## src/rtl/fp_dmr_pkg.sv

```systemverilog
package fp_dmr_pkg;
    localparam int          FP_W    = 16;
    localparam logic [15:0] FP_POLY = 16'h1021;
    localparam logic [15:0] FP_SEED = 16'hFFFF;
    typedef logic [FP_W-1:0] fp_t;
endpackage

```

## src/rtl/fp_crc_fold.sv

```systemverilog
// Combinational fold of one message into a running CRC, MSB first.
module fp_crc_fold
    import fp_dmr_pkg::*;
#(
    parameter int MSG_W = 25
) (
    input  fp_t              crc_in,
    input  logic [MSG_W-1:0] msg,
    output fp_t              crc_out
);
    fp_t chain [MSG_W+1];

    assign chain[0] = crc_in;

    for (genvar i = 0; i < MSG_W; i++) begin : g_bit
        logic feedback;
        assign feedback     = chain[i][FP_W-1] ^ msg[MSG_W-1-i];
        assign chain[i+1]   = {chain[i][FP_W-2:0], 1'b0} ^ (feedback ? FP_POLY : '0);
    end

    assign crc_out = chain[MSG_W];
endmodule

```

## src/rtl/fp_lane.sv

```systemverilog
// One redundant stream: signature register and update counter.
module fp_lane
    import fp_dmr_pkg::*;
#(
    parameter int MSG_W    = 25,
    parameter int INTERVAL = 8,
    parameter int CNT_W    = $clog2(INTERVAL + 1)
) (
    input  logic             clk,
    input  logic             rst_n,
    input  logic             take,
    input  logic             clear,
    input  logic [MSG_W-1:0] msg,
    output fp_t              fp_q,
    output logic [CNT_W-1:0] cnt_q,
    output logic             full
);
    typedef struct packed {
        fp_t              fp;
        logic [CNT_W-1:0] cnt;
    } lane_s;

    lane_s lane_d, lane_q;
    fp_t   folded;

    fp_crc_fold #(.MSG_W(MSG_W)) u_fold (
        .crc_in (lane_q.fp),
        .msg    (msg),
        .crc_out(folded)
    );

    always_comb begin
        lane_d = lane_q;
        if (clear) begin
            lane_d.fp  = FP_SEED;
            lane_d.cnt = '0;
        end else if (take) begin
            lane_d.fp  = folded;
            lane_d.cnt = lane_q.cnt + 1'b1;
        end
    end

    always_ff @(posedge clk) begin
        if (!rst_n) begin
            lane_q.fp  <= FP_SEED;
            lane_q.cnt <= '0;
        end else begin
            lane_q <= lane_d;
        end
    end

    assign fp_q  = lane_q.fp;
    assign cnt_q = lane_q.cnt;
    assign full  = (lane_q.cnt == CNT_W'(INTERVAL));
endmodule

```

## src/rtl/fp_dmr_compare.sv

```systemverilog
// Dual-lane signature comparator with interval and tick triggered compares.
module fp_dmr_compare
    import fp_dmr_pkg::*;
#(
    parameter int DEST_W   = 8,
    parameter int DATA_W   = 16,
    parameter int INTERVAL = 8
) (
    input  logic              clk,
    input  logic              rst_n,
    input  logic              a_valid,
    output logic              a_ready,
    input  logic              a_kind,
    input  logic [DEST_W-1:0] a_dest,
    input  logic [DATA_W-1:0] a_data,
    input  logic              b_valid,
    output logic              b_ready,
    input  logic              b_kind,
    input  logic [DEST_W-1:0] b_dest,
    input  logic [DATA_W-1:0] b_data,
    input  logic              ckpt_tick,
    output logic              cmp_valid,
    output logic              cmp_match,
    output logic              err_pulse,
    output logic              err_sticky,
    output logic [15:0]       fp_a_out,
    output logic [15:0]       fp_b_out
);
    localparam int MSG_W   = 1 + DEST_W + DATA_W;
    localparam int CNT_W   = $clog2(INTERVAL + 1);
    localparam int N_LANES = 2;

    typedef struct packed {
        logic cmp_valid;
        logic cmp_match;
        logic err_pulse;
        logic err_sticky;
        fp_t  fp_a;
        fp_t  fp_b;
    } res_s;

    logic [N_LANES-1:0]            lane_valid;
    logic [N_LANES-1:0]            lane_ready;
    logic [N_LANES-1:0]            lane_take;
    logic [N_LANES-1:0]            lane_full;
    logic [N_LANES-1:0][MSG_W-1:0] lane_msg;
    logic [N_LANES-1:0][FP_W-1:0]  lane_fp;
    logic [N_LANES-1:0][CNT_W-1:0] lane_cnt;
    logic                          fire;
    res_s                          res_d, res_q;

    assign lane_valid = {b_valid, a_valid};
    assign lane_msg[0] = {a_kind, a_dest, a_data};
    assign lane_msg[1] = {b_kind, b_dest, b_data};

    // Compare when forced by the tick or when every lane has a full interval.
    assign fire = ckpt_tick || (&lane_full);

    for (genvar g = 0; g < N_LANES; g++) begin : g_lane
        assign lane_ready[g] = !lane_full[g] && !fire;
        assign lane_take[g]  = lane_valid[g] && lane_ready[g];

        fp_lane #(
            .MSG_W   (MSG_W),
            .INTERVAL(INTERVAL),
            .CNT_W   (CNT_W)
        ) u_lane (
            .clk  (clk),
            .rst_n(rst_n),
            .take (lane_take[g]),
            .clear(fire),
            .msg  (lane_msg[g]),
            .fp_q (lane_fp[g]),
            .cnt_q(lane_cnt[g]),
            .full (lane_full[g])
        );
    end

    assign a_ready = lane_ready[0];
    assign b_ready = lane_ready[1];

    always_comb begin
        res_d           = res_q;
        res_d.cmp_valid = 1'b0;
        res_d.err_pulse = 1'b0;
        if (fire) begin
            res_d.cmp_valid  = 1'b1;
            res_d.fp_a       = lane_fp[0];
            res_d.fp_b       = lane_fp[1];
            res_d.cmp_match  = (lane_fp[0] == lane_fp[1]);
            res_d.err_pulse  = (lane_fp[0] != lane_fp[1]);
            res_d.err_sticky = res_q.err_sticky || (lane_fp[0] != lane_fp[1]);
        end
    end

    always_ff @(posedge clk) begin
        if (!rst_n) begin
            res_q.cmp_valid  <= 1'b0;
            res_q.cmp_match  <= 1'b0;
            res_q.err_pulse  <= 1'b0;
            res_q.err_sticky <= 1'b0;
            res_q.fp_a       <= FP_SEED;
            res_q.fp_b       <= FP_SEED;
        end else begin
            res_q <= res_d;
        end
    end

    assign cmp_valid  = res_q.cmp_valid;
    assign cmp_match  = res_q.cmp_match;
    assign err_pulse  = res_q.err_pulse;
    assign err_sticky = res_q.err_sticky;
    assign fp_a_out   = res_q.fp_a;
    assign fp_b_out   = res_q.fp_b;
endmodule

```

## config.mk

```make
export PLATFORM = sky130hd
export DESIGN_NAME = fp_dmr_compare
export DESIGN_NICKNAME = d
export VERILOG_FILES = /design/src/rtl/fp_dmr_pkg.sv /design/src/rtl/fp_crc_fold.sv /design/src/rtl/fp_lane.sv /design/src/rtl/fp_dmr_compare.sv
export SDC_FILE = /design/constraint.sdc
export NUM_CORES = 1
export LEC_CHECK = 0
export ABC_CLOCK_PERIOD_IN_PS = 6100
export BUFFER_PORTS_ARGS = -buffer_cell sky130_fd_sc_hd__buf_2
export CAP_MARGIN = 30
export CORE_UTILIZATION = 35
export CTS_CLUSTER_SIZE = 12
export DETAILED_ROUTE_END_ITERATION = 6
export HOLD_SLACK_MARGIN = 0.06
export SYNTH_ARGS = -nofsm -noshare
export SYNTH_HDL_FRONTEND = slang
export SYNTH_SLANG_ARGS = --single-unit
```

## constraint.sdc

```tcl
create_clock -name clk -period 6.1 [get_ports clk]
set_input_delay 0.61 -clock clk [delete_from_list [all_inputs] [get_ports clk]]
set_output_delay 0.61 -clock clk [all_outputs]
set_load 0.005 [all_outputs]
```

==> metrics.md, run 1 <==
| Metric | Value |
|---|---|
| Post-Synth XOR/XNOR Area | 43.8% |
| PortBufs | 92 |
| Final ANT Viol Nets | 0 |
| Combinational family with the most area after synthesis | XOR/XNOR gates |
| Worst-path fanout max | 5 |
| CTS sink count | 76 |
| Antenna violations before repair | 0 |
| Effective utilization at floorplan | 36.0% |
| Post-cts resize count | 0 |
| Vias | 3200 |
| Final WL | 10.9 mm |
| Final #Nets | 558 |
| Share of cells above drive strength 1 | 25.8% |
| Syn Inst Count | 410 |
| Clk slew on worst S/H paths | 0.06 ns |
| # IOs | 93 |
| Register area | 1520 um^2 |
| Vias in the first global route | 3154 |
| Post-route setup TNS | 0 ns |
| Worst hold path class | flop to flop |
| Post-synth net total | 469 |
| Worst Hold End | err_sticky$_SDFFE_PN0P_ |
| Post-DP HPWL | 8.37 mm |
| Wire per inst | 16.1 um |
| Min cycle time layout | 2.63 ns |
| Crit-path slowest cell | xor3_2 |
| Capturing point of the worst reg2reg path | g_lane[1].u_lane.fp_q[12]$_SDFFE_PP1P_ |
| Ys Warns | 0 |
| Data required, critical path | 6.35 ns |
| Footprint of the multi-input gates | 2930 um^2 |
| Final setup viols | 0 |
| Die width | 116 um |
| RSZ-0062 raised after global routing | false |
| Largest net degree at the start of global routing | 52 |
| Synth Register Bits | 76 |
| H-Tree Depth | 3 |
| Most frequent cells in the layout | buf_2 (92), dfxtp_1 (76), xnor2_1 (74) |
| Fraction of registers with async set/reset | 0% |
| Compound-Gate Fraction of Synth Area | 12.2% |
| Post-Synth Adder-Cell Area | 1.10% |
| Flop-to-flop setup slack | 3.47 ns |
| Mux cell area share after synthesis | 0.441% |
| Library cells used by synthesis | 40 |
| Inserted Clock Buffers | 9 |
| Hold path cells | 1 |
| Critical Path End Type | flop |
| Most used flip-flop cell after synthesis | dfxtp_1 |
| Fin util | 43.3% |
| Slew Viols, Final | 0 |
| Slew HR | 44.0% |
| Seq/Total Area, Yosys | 33.5% |
| Slowest stage delay, CP | 0.53 ns |
| Post-route non-filler standard cell count | 676 |
| Synth Area per Inst | 11.1 um^2 |
| Worst setup path class | flop to flop |
| Die Ht | 116 um |
| Ant. Diodes | 0 |
| Worst hold start | err_sticky$_SDFFE_PN0P_ |
| Slew @ Worst Pin | 0.838 ns |
| Fin crit share | 43.0% |
| Vias per inst | 4.73 |
| Synthesized cell area | 4540 um^2 |
| Total GRT Usage | 17.0% |
| Post-Place Cells | 660 |
| CTS tree | built |
| Final Hold Vio Count | 0 |
| DRT Pass-1 Iters | 4 |
| Hold Slack | 0.457 ns |
| Layout Skew | 0.00926 ns |
| Root buffer cell | clkbuf_16 |
| Rows | 41 |
| Status | complete, no violations |
| CP startpoint kind | flop |
| Fmax | 0.381 GHz |
| CTS max path bufs | 2 |
| CP Cell Sequence | xor3_1 -> xnor3_1 -> xnor2_2 -> xor3_2 -> xor2_1 -> o211ai_1 |
| Placer Congestion | 0.816 |
| Die Area | 13400 um^2 |
| Post-CTS Setup Bufs | 0 |
| Remaining DRCs | 0 |
| Core area | 12600 um^2 |
| Maxcap violations | 0 |
| Peak supply drop | 0.158 mV |
| Worst reg-to-reg path cell count | 6 |
| RR Startpoint | g_lane[1].u_lane.fp_q[15]$_SDFFE_PP1P_ |
| Power Density | 476 nW/um^2 |
| Hold-fix buffers, CTS | 0 |
| EDFF count, synth | 0 |
| Number of fillers in the final layout | 1249 |
| Commonest non-fill, non-tap cell in the layout | buf_2 |
| Setup crit start | g_lane[1].u_lane.fp_q[15]$_SDFFE_PP1P_ |
| Leak | 2.31 nW |
| First-pass GRT wire length | 16.8 mm |
| Arr. time, crit path | 2.87 ns |
| Remaining Overflow, GRT | 0 |
| Simple-Gate Fraction of Synth Area | 6.81% |
| Initial DRC count | 117 |
| Synth-to-Final Area Change | 20.4% |
| Clk_lat worst skew | 0.33 ns |
## synthesized netlist by cell type (2+ instances only)
cell	n	area (um^2)
nand4_1	3	18.8
o22a_1	31	272
xnor3_1	21	473
a21oi_1	9	45.0
nand2_1	34	128
xor3_1	4	95.1
dfxtp_1	76	1520
a31oi_1	4	25.0
mux2i_1	2	20.0
nor4_1	4	25.0
nor3_1	6	30.0
nor3b_1	3	22.5
xor2_1	48	420
o211ai_1	16	120
clkbuf_1	15	56.3
xnor2_1	74	648
ha_1	4	50.1
xnor2_2	8	130
xnor3_2	6	143
and3b_1	2	17.5
o21ai_1	2	10.0
nor2_1	9	33.8
nand3_1	3	15.0
inv_1	6	22.5
o21ai_0	5	25.0
## sequential cells by signal (all words and copies together), names as in the netlist
name,count
g_lane.u_lane.fp_q,32
fp_a_out,16
fp_b_out,16
g_lane.u_lane.cnt_q,8
cmp_match,1
cmp_valid,1
err_pulse,1
err_sticky,1
## cells by family after synthesis
family,count (synthesis)
xor gates and xnor gates,164
DFF,76
AOI/OAI and AO/OA,73
and+or+nand+nor,67
buffers and inverters,24
adders and majority gates,4
muxes,2
## worst max path at each step
stage | end | slack (ns) | cells past startpoint
floorplan | g_lane[1].u_lane.fp_q[7]$_SDFFE_PP1P_ | 3.48 | 6
global placement | g_lane[1].u_lane.fp_q[7]$_SDFFE_PP1P_ | 3.29 | 7
detailed placement | g_lane[1].u_lane.fp_q[7]$_SDFFE_PP1P_ | 3.22 | 7
CTS | g_lane[1].u_lane.fp_q[12]$_SDFFE_PP1P_ | 3.46 | 6
global route | g_lane[1].u_lane.fp_q[12]$_SDFFE_PP1P_ | 3.37 | 6
finish | g_lane[1].u_lane.fp_q[12]$_SDFFE_PP1P_ | 3.47 | 6
## report_power, final
group          switching, mW  internal, mW
sequential            0.0621         0.537
combinational          0.666         0.813
clock                  0.207         0.318
total                  0.935          1.67
## cell type report
type | count | area share, %
clock buffer | 11 | 4.26
sequential | 76 | 27.8
inverter | 6 | 0.412
multi-input combinational | 310 | 53.5
tap | 172 | 3.94
clock inverter | 5 | 1.12
timing repair buffer | 96 | 8.97
## metrics by stage
step | cell area, um^2 | total power, mW | setup slack [ns]
final | 5470 | 2.60 | 3.47
after global routing | 5470 | 2.75 | 3.37
after CTS | 5470 | 2.63 | 3.46
after detailed placement | 5170 | 2.09 | 3.22
after global placement | 5170 | 2.08 | 3.29
after floorplan | 4540 | 1.84 | 3.48
## critical path: cells and delay by family (launching register included)
kind / cells / cell delay, ns
xor+xnor: 5 / 1.91
flops: 1 / 0.48
compound gates: 1 / 0.15
## metal layers
metal  track usage [%]  share of wire, %  up-vias
met4              5.04               1.5        0
met2              28.2                48       76
met5                 0                 0        -
li1                  -                 -     1607
met3              2.93               3.4       12
met1              22.5                47     1505
No activity file was read; power rests on OpenSTA's default activity.
==> run 2, diff against run 1 <==
- ABC_AREA: unset -> 1
- ABC_CLOCK_PERIOD_IN_PS: 6100 -> 2300
- clock period: 6.1 -> 2.3 ns (I/O delays scaled with it)
==> run 2 against run 1 <==
  * Critical path depth up 9
  * Via count increased by 49%
  * Routed wire length increased by 30%
==> metrics.md, run 2 <==
| Metric | Value |
|---|---|
| Fraction of registers with async set/reset | 0% (unchanged) |
| Leak | 2.97 nW (+29%) |
| Vias | 4765 (+49%) |
| Total GRT Usage | 20.0% (+3.1 points) |
| Most frequent cells in the layout | nand2_1 (161), buf_2 (92), inv_1 (89) |
| Hold path cells | 3 (+2) |
| Seq pwr share | 30.7% (+7.7 points) |
| CP Depth | 15 (+9) |
| RSZ-0062 raised after global routing | false |
| Layout Skew | 0.00700 ns (-0.00226 ns) |
| Die Ht | 122 um (+5.0%) |
| Data required, critical path | 2.53 ns (-3.82 ns) |
| Met2 Track Usage GR | 32.3% (+4.1 points) |
| Final setup margin | 0.188 ns (-3.29 ns) |
| Worst-path fanout max | 5 (unchanged) |
| Vias in the first global route | 4376 (+39%) |
| PortBufs | 92 (unchanged) |
| Share of cells above drive strength 1 | 25.5% (-0.32 points) |
| Status | complete, no violations |
| Power Density | 768 nW/um^2 (+61%) |
| Final ANT Viol Nets | 0 (unchanged) |
| Synth Area per Inst | 6.80 um^2 (-39%) |
| Final #Nets | 894 (+60%) |
| EDFF count, synth | 0 (unchanged) |
| Fin util | 43.4% (+0.050 points) |
| Met3 GRT Util | 2.29% (-0.63 points) |
| CTS max path bufs | 2 (unchanged) |
| Worst hold start | rst_n |
| H-Tree Depth | 3 (unchanged) |
| Synth Register Bits | 76 (unchanged) |
| Post-DP HPWL | 11.5 mm (+37%) |
| RR Startpoint | g_lane[1].u_lane.fp_q[11]$_SDFFE_PP1P_ |
| Largest net degree at the start of global routing | 33 (-37%) |
| Flop-to-flop setup slack | 0.19 ns (-3.29 ns) |
| Crit-path slowest cell | dfxtp_1 |
| Wire per inst | 13.9 um (-14%) |
| Rows | 43 (+4.9%) |
| Peak supply drop | 0.379 mV (+140%) |
| # IOs | 93 (unchanged) |
| Effective utilization at floorplan | 36.0% (about the same) |
| Final Hold Vio Count | 0 (unchanged) |
| Post-Place Cells | 1004 (+52%) |
| Synth-to-Final Area Change | 20.7% |
| Post-synth net total | 796 (+70%) |
| Most used flip-flop cell after synthesis | dfxtp_1 |
| Worst slack at placement | 0.178 ns (-3.04 ns) |
| Final setup viols | 0 (unchanged) |
| Die width | 122 um (+5.0%) |
| Most common cell in the synthesized netlist | nand2_1 |
| Worst Hold End | err_sticky$_SDFFE_PN0P_ |
| CTS tree | built |
| Slew HR | 62.9% (+19 points) |
| Commonest non-fill, non-tap cell in the layout | nand2_1 |
| Number of fillers in the final layout | 1480 (+18%) |
| Inserted Clock Buffers | 9 (unchanged) |
| Core area | 13900 um^2 (+10%) |
| Total power | 4.64 mW (+78%) |
| Slew @ Worst Pin | 0.552 ns (-0.285 ns) |
| Final WL | 14.2 mm (+30%) |
| Hold Slack | 0.182 ns (-0.275 ns) |
| Antenna violations before repair | 0 (unchanged) |
| Die Area | 14800 um^2 (+10%) |
| Worst reg-to-reg path cell count | 15 (+9) |
| Top delay family on crit path | simple AND/OR/NAND/NOR gates |
| Most common library cells after synthesis | nand2_1 (161), inv_1 (89), dfxtp_1 (76), nand2_2 (70), nand3_1 (67) |
| Sw frac | 38.2% (+2.3 points) |
| Synthesized cell area | 5010 um^2 (+10%) |
| Hold-fix buffers, CTS | 0 (unchanged) |
| Clock power frac | 31.3% (+11 points) |
| Arr. time, crit path | 2.34 ns (-0.53 ns) |
| Design area | 6050 um^2 (+11%) |
| Remaining DRCs | 0 (unchanged) |
| CP Cell Sequence | inv_2 -> nand2_1 -> nand2_1 -> nand2_2 -> nand2_4 -> nand2_2 -> nand2_2 -> xnor2_1 -> nand3_1 -> nand2_1 -> nand2_1 -> nand2_2 -> nand2_1 -> nand3_1 -> nand2_1 |
| Footprint of the multi-input gates | 3020 um^2 (+3.4%) |
| Clk_lat worst skew | 0.34 ns (about the same) |
| Root buffer cell | clkbuf_16 |
| First-pass GRT wire length | 22.4 mm (+33%) |
| Net Switching | 1.77 mW (+90%) |
| Top post-synthesis cells by area | dfxtp_1 (30%), nand2_1 (12%), nand2_2 (8.7%) |
| CP startpoint kind | flop |
| Seq/Total Area, Yosys | 30.4% (-3.1 points) |
| P_int | 2.87 mW (+72%) |
| Initial DRC count | 230 (+97%) |
| Ys Warns | 0 (unchanged) |
| Comb pwr share | 38.1% (-19 points) |
| Critical Path End Type | flop |
| Register area | 1520 um^2 (+0.16%) |
| Worst hold path class | primary input to flop |
| Post-route setup TNS | 0 ns (unchanged) |
| Worst path most repeated cell | nand2_1 |
| Library cells used by synthesis | 37 (-7.5%) |
| GR Util met1 | 26.9% (+4.3 points) |
| Placed cell areas | 5730 um^2 (+11%) |
| CTS sink count | 76 (unchanged) |
| CP Buf/Inv Count | 1 (+1) |
| Max reg flops | 32 (unchanged) |
| Syn Inst Count | 737 (+80%) |
| Ant. Diodes | 0 (unchanged) |
| Fin crit share | 91.8% (+49 points) |
| Yosys top cell by area | dfxtp_1 |
| Slew Viols, Final | 0 (unchanged) |
| DRT Pass-1 Iters | 7 (+3) |
| Clk slew on worst S/H paths | 0.06 ns (about the same) |
| Maxcap violations | 0 (unchanged) |
| Vias per inst | 4.67 (-1.3%) |
| GR peak layer | met2 |
| Share of the synthesized area in the top cell type | 30.4% (-3.1 points) |
| Capturing point of the worst reg2reg path | g_lane[1].u_lane.fp_q[6]$_SDFFE_PP1P_ |
| Worst setup path class | flop to flop |
| Remaining Overflow, GRT | 0 (unchanged) |
| Slowest stage delay, CP | 0.49 ns (-0.04 ns) |
| Placer Congestion | 0.946 (+16%) |
| Min cycle time layout | 2.11 ns (-0.514 ns) |
| Post-route non-filler standard cell count | 1020 (+51%) |
| Fmax | 0.473 GHz (+24%) |
## run 2: cell types whose count changed after synthesis, sizes merged, moves of 5 or more
cell	previous run	this run
a21oi	9	65
nand3	3	68
xnor3	28	0
o21ai	7	23
o211ai	17	4
inv	6	100
xnor2	83	33
o22a	32	10
nor2	9	36
nand3b	0	5
xor3	5	0
nand2	34	234
## run 2: worst reg2reg max path: stages (launching register included)
cell and delay, ns:
dfxtp_1 0.49, inv_2 0.09, nand2_1 0.07, nand2_1 0.07, nand2_2 0.12, nand2_4 0.07, nand2_2 0.08, nand2_2 0.08
xnor2_1 0.27, nand3_1 0.15, nand2_1 0.13, nand2_1 0.11, nand2_2 0.09, nand2_1 0.06, nand3_1 0.08, nand2_1 0.06
## run 2: power groups by stage
stage	clock network (mW)	registers (mW)	logic [mW]
final	1.45	1.42	1.77
after global routing	1.54	1.43	2.01
after CTS	1.48	1.42	1.77
after detailed placement	0	1.45	1.76
after global placement	0	1.45	1.77
after floorplan	0	1.43	1.37
## run 2: what timing repair did
action / 4_1_cts / 5_1_grt
buffers inserted: 0 / 0
endpoints found under the setup margin: 0 / 4
resized for setup: 0 / 2
## run 2: routing by layer
layer	routed length [um]	part of all wire [%]
met3	477	3.4
met1	6880	48
met2	6400	45
met5	0	0
met4	432	3.0
## run 2: layout make-up
cell class,count,area share (%)
well taps,180,3.73
clock buffers,10,3.95
inverters,103,6.39
clock inverters,6,1.18
repair buffers,104,9.52
flip-flops and latches,76,25.2
multi-input cells,541,50.0
## run 2: worst max path at each step
stage          slack [ns]                              startpoint                                      to
5_1_grt             0.004  g_lane[0].u_lane.fp_q[14]$_SDFFE_PP1P_  g_lane[0].u_lane.fp_q[12]$_SDFFE_PP1P_
2_1_floorplan        0.57  g_lane[1].u_lane.fp_q[13]$_SDFFE_PP1P_   g_lane[1].u_lane.fp_q[7]$_SDFFE_PP1P_
3_3_place_gp         0.18  g_lane[0].u_lane.fp_q[15]$_SDFFE_PP1P_   g_lane[0].u_lane.fp_q[5]$_SDFFE_PP1P_
4_1_cts              0.17  g_lane[0].u_lane.fp_q[15]$_SDFFE_PP1P_   g_lane[0].u_lane.fp_q[5]$_SDFFE_PP1P_
6_report             0.19  g_lane[1].u_lane.fp_q[11]$_SDFFE_PP1P_   g_lane[1].u_lane.fp_q[6]$_SDFFE_PP1P_
3_5_place_dp         0.18  g_lane[0].u_lane.fp_q[15]$_SDFFE_PP1P_   g_lane[0].u_lane.fp_q[5]$_SDFFE_PP1P_
## run 2: cells by family after synthesis
logic type,synth area share [%]
DFF,30.4
AOI/OAI and AO/OA,12.1
adders and majority gates,0.999
xor gates and xnor gates,14.4
and+or+nand+nor,32.9
buffers and inverters,9.27
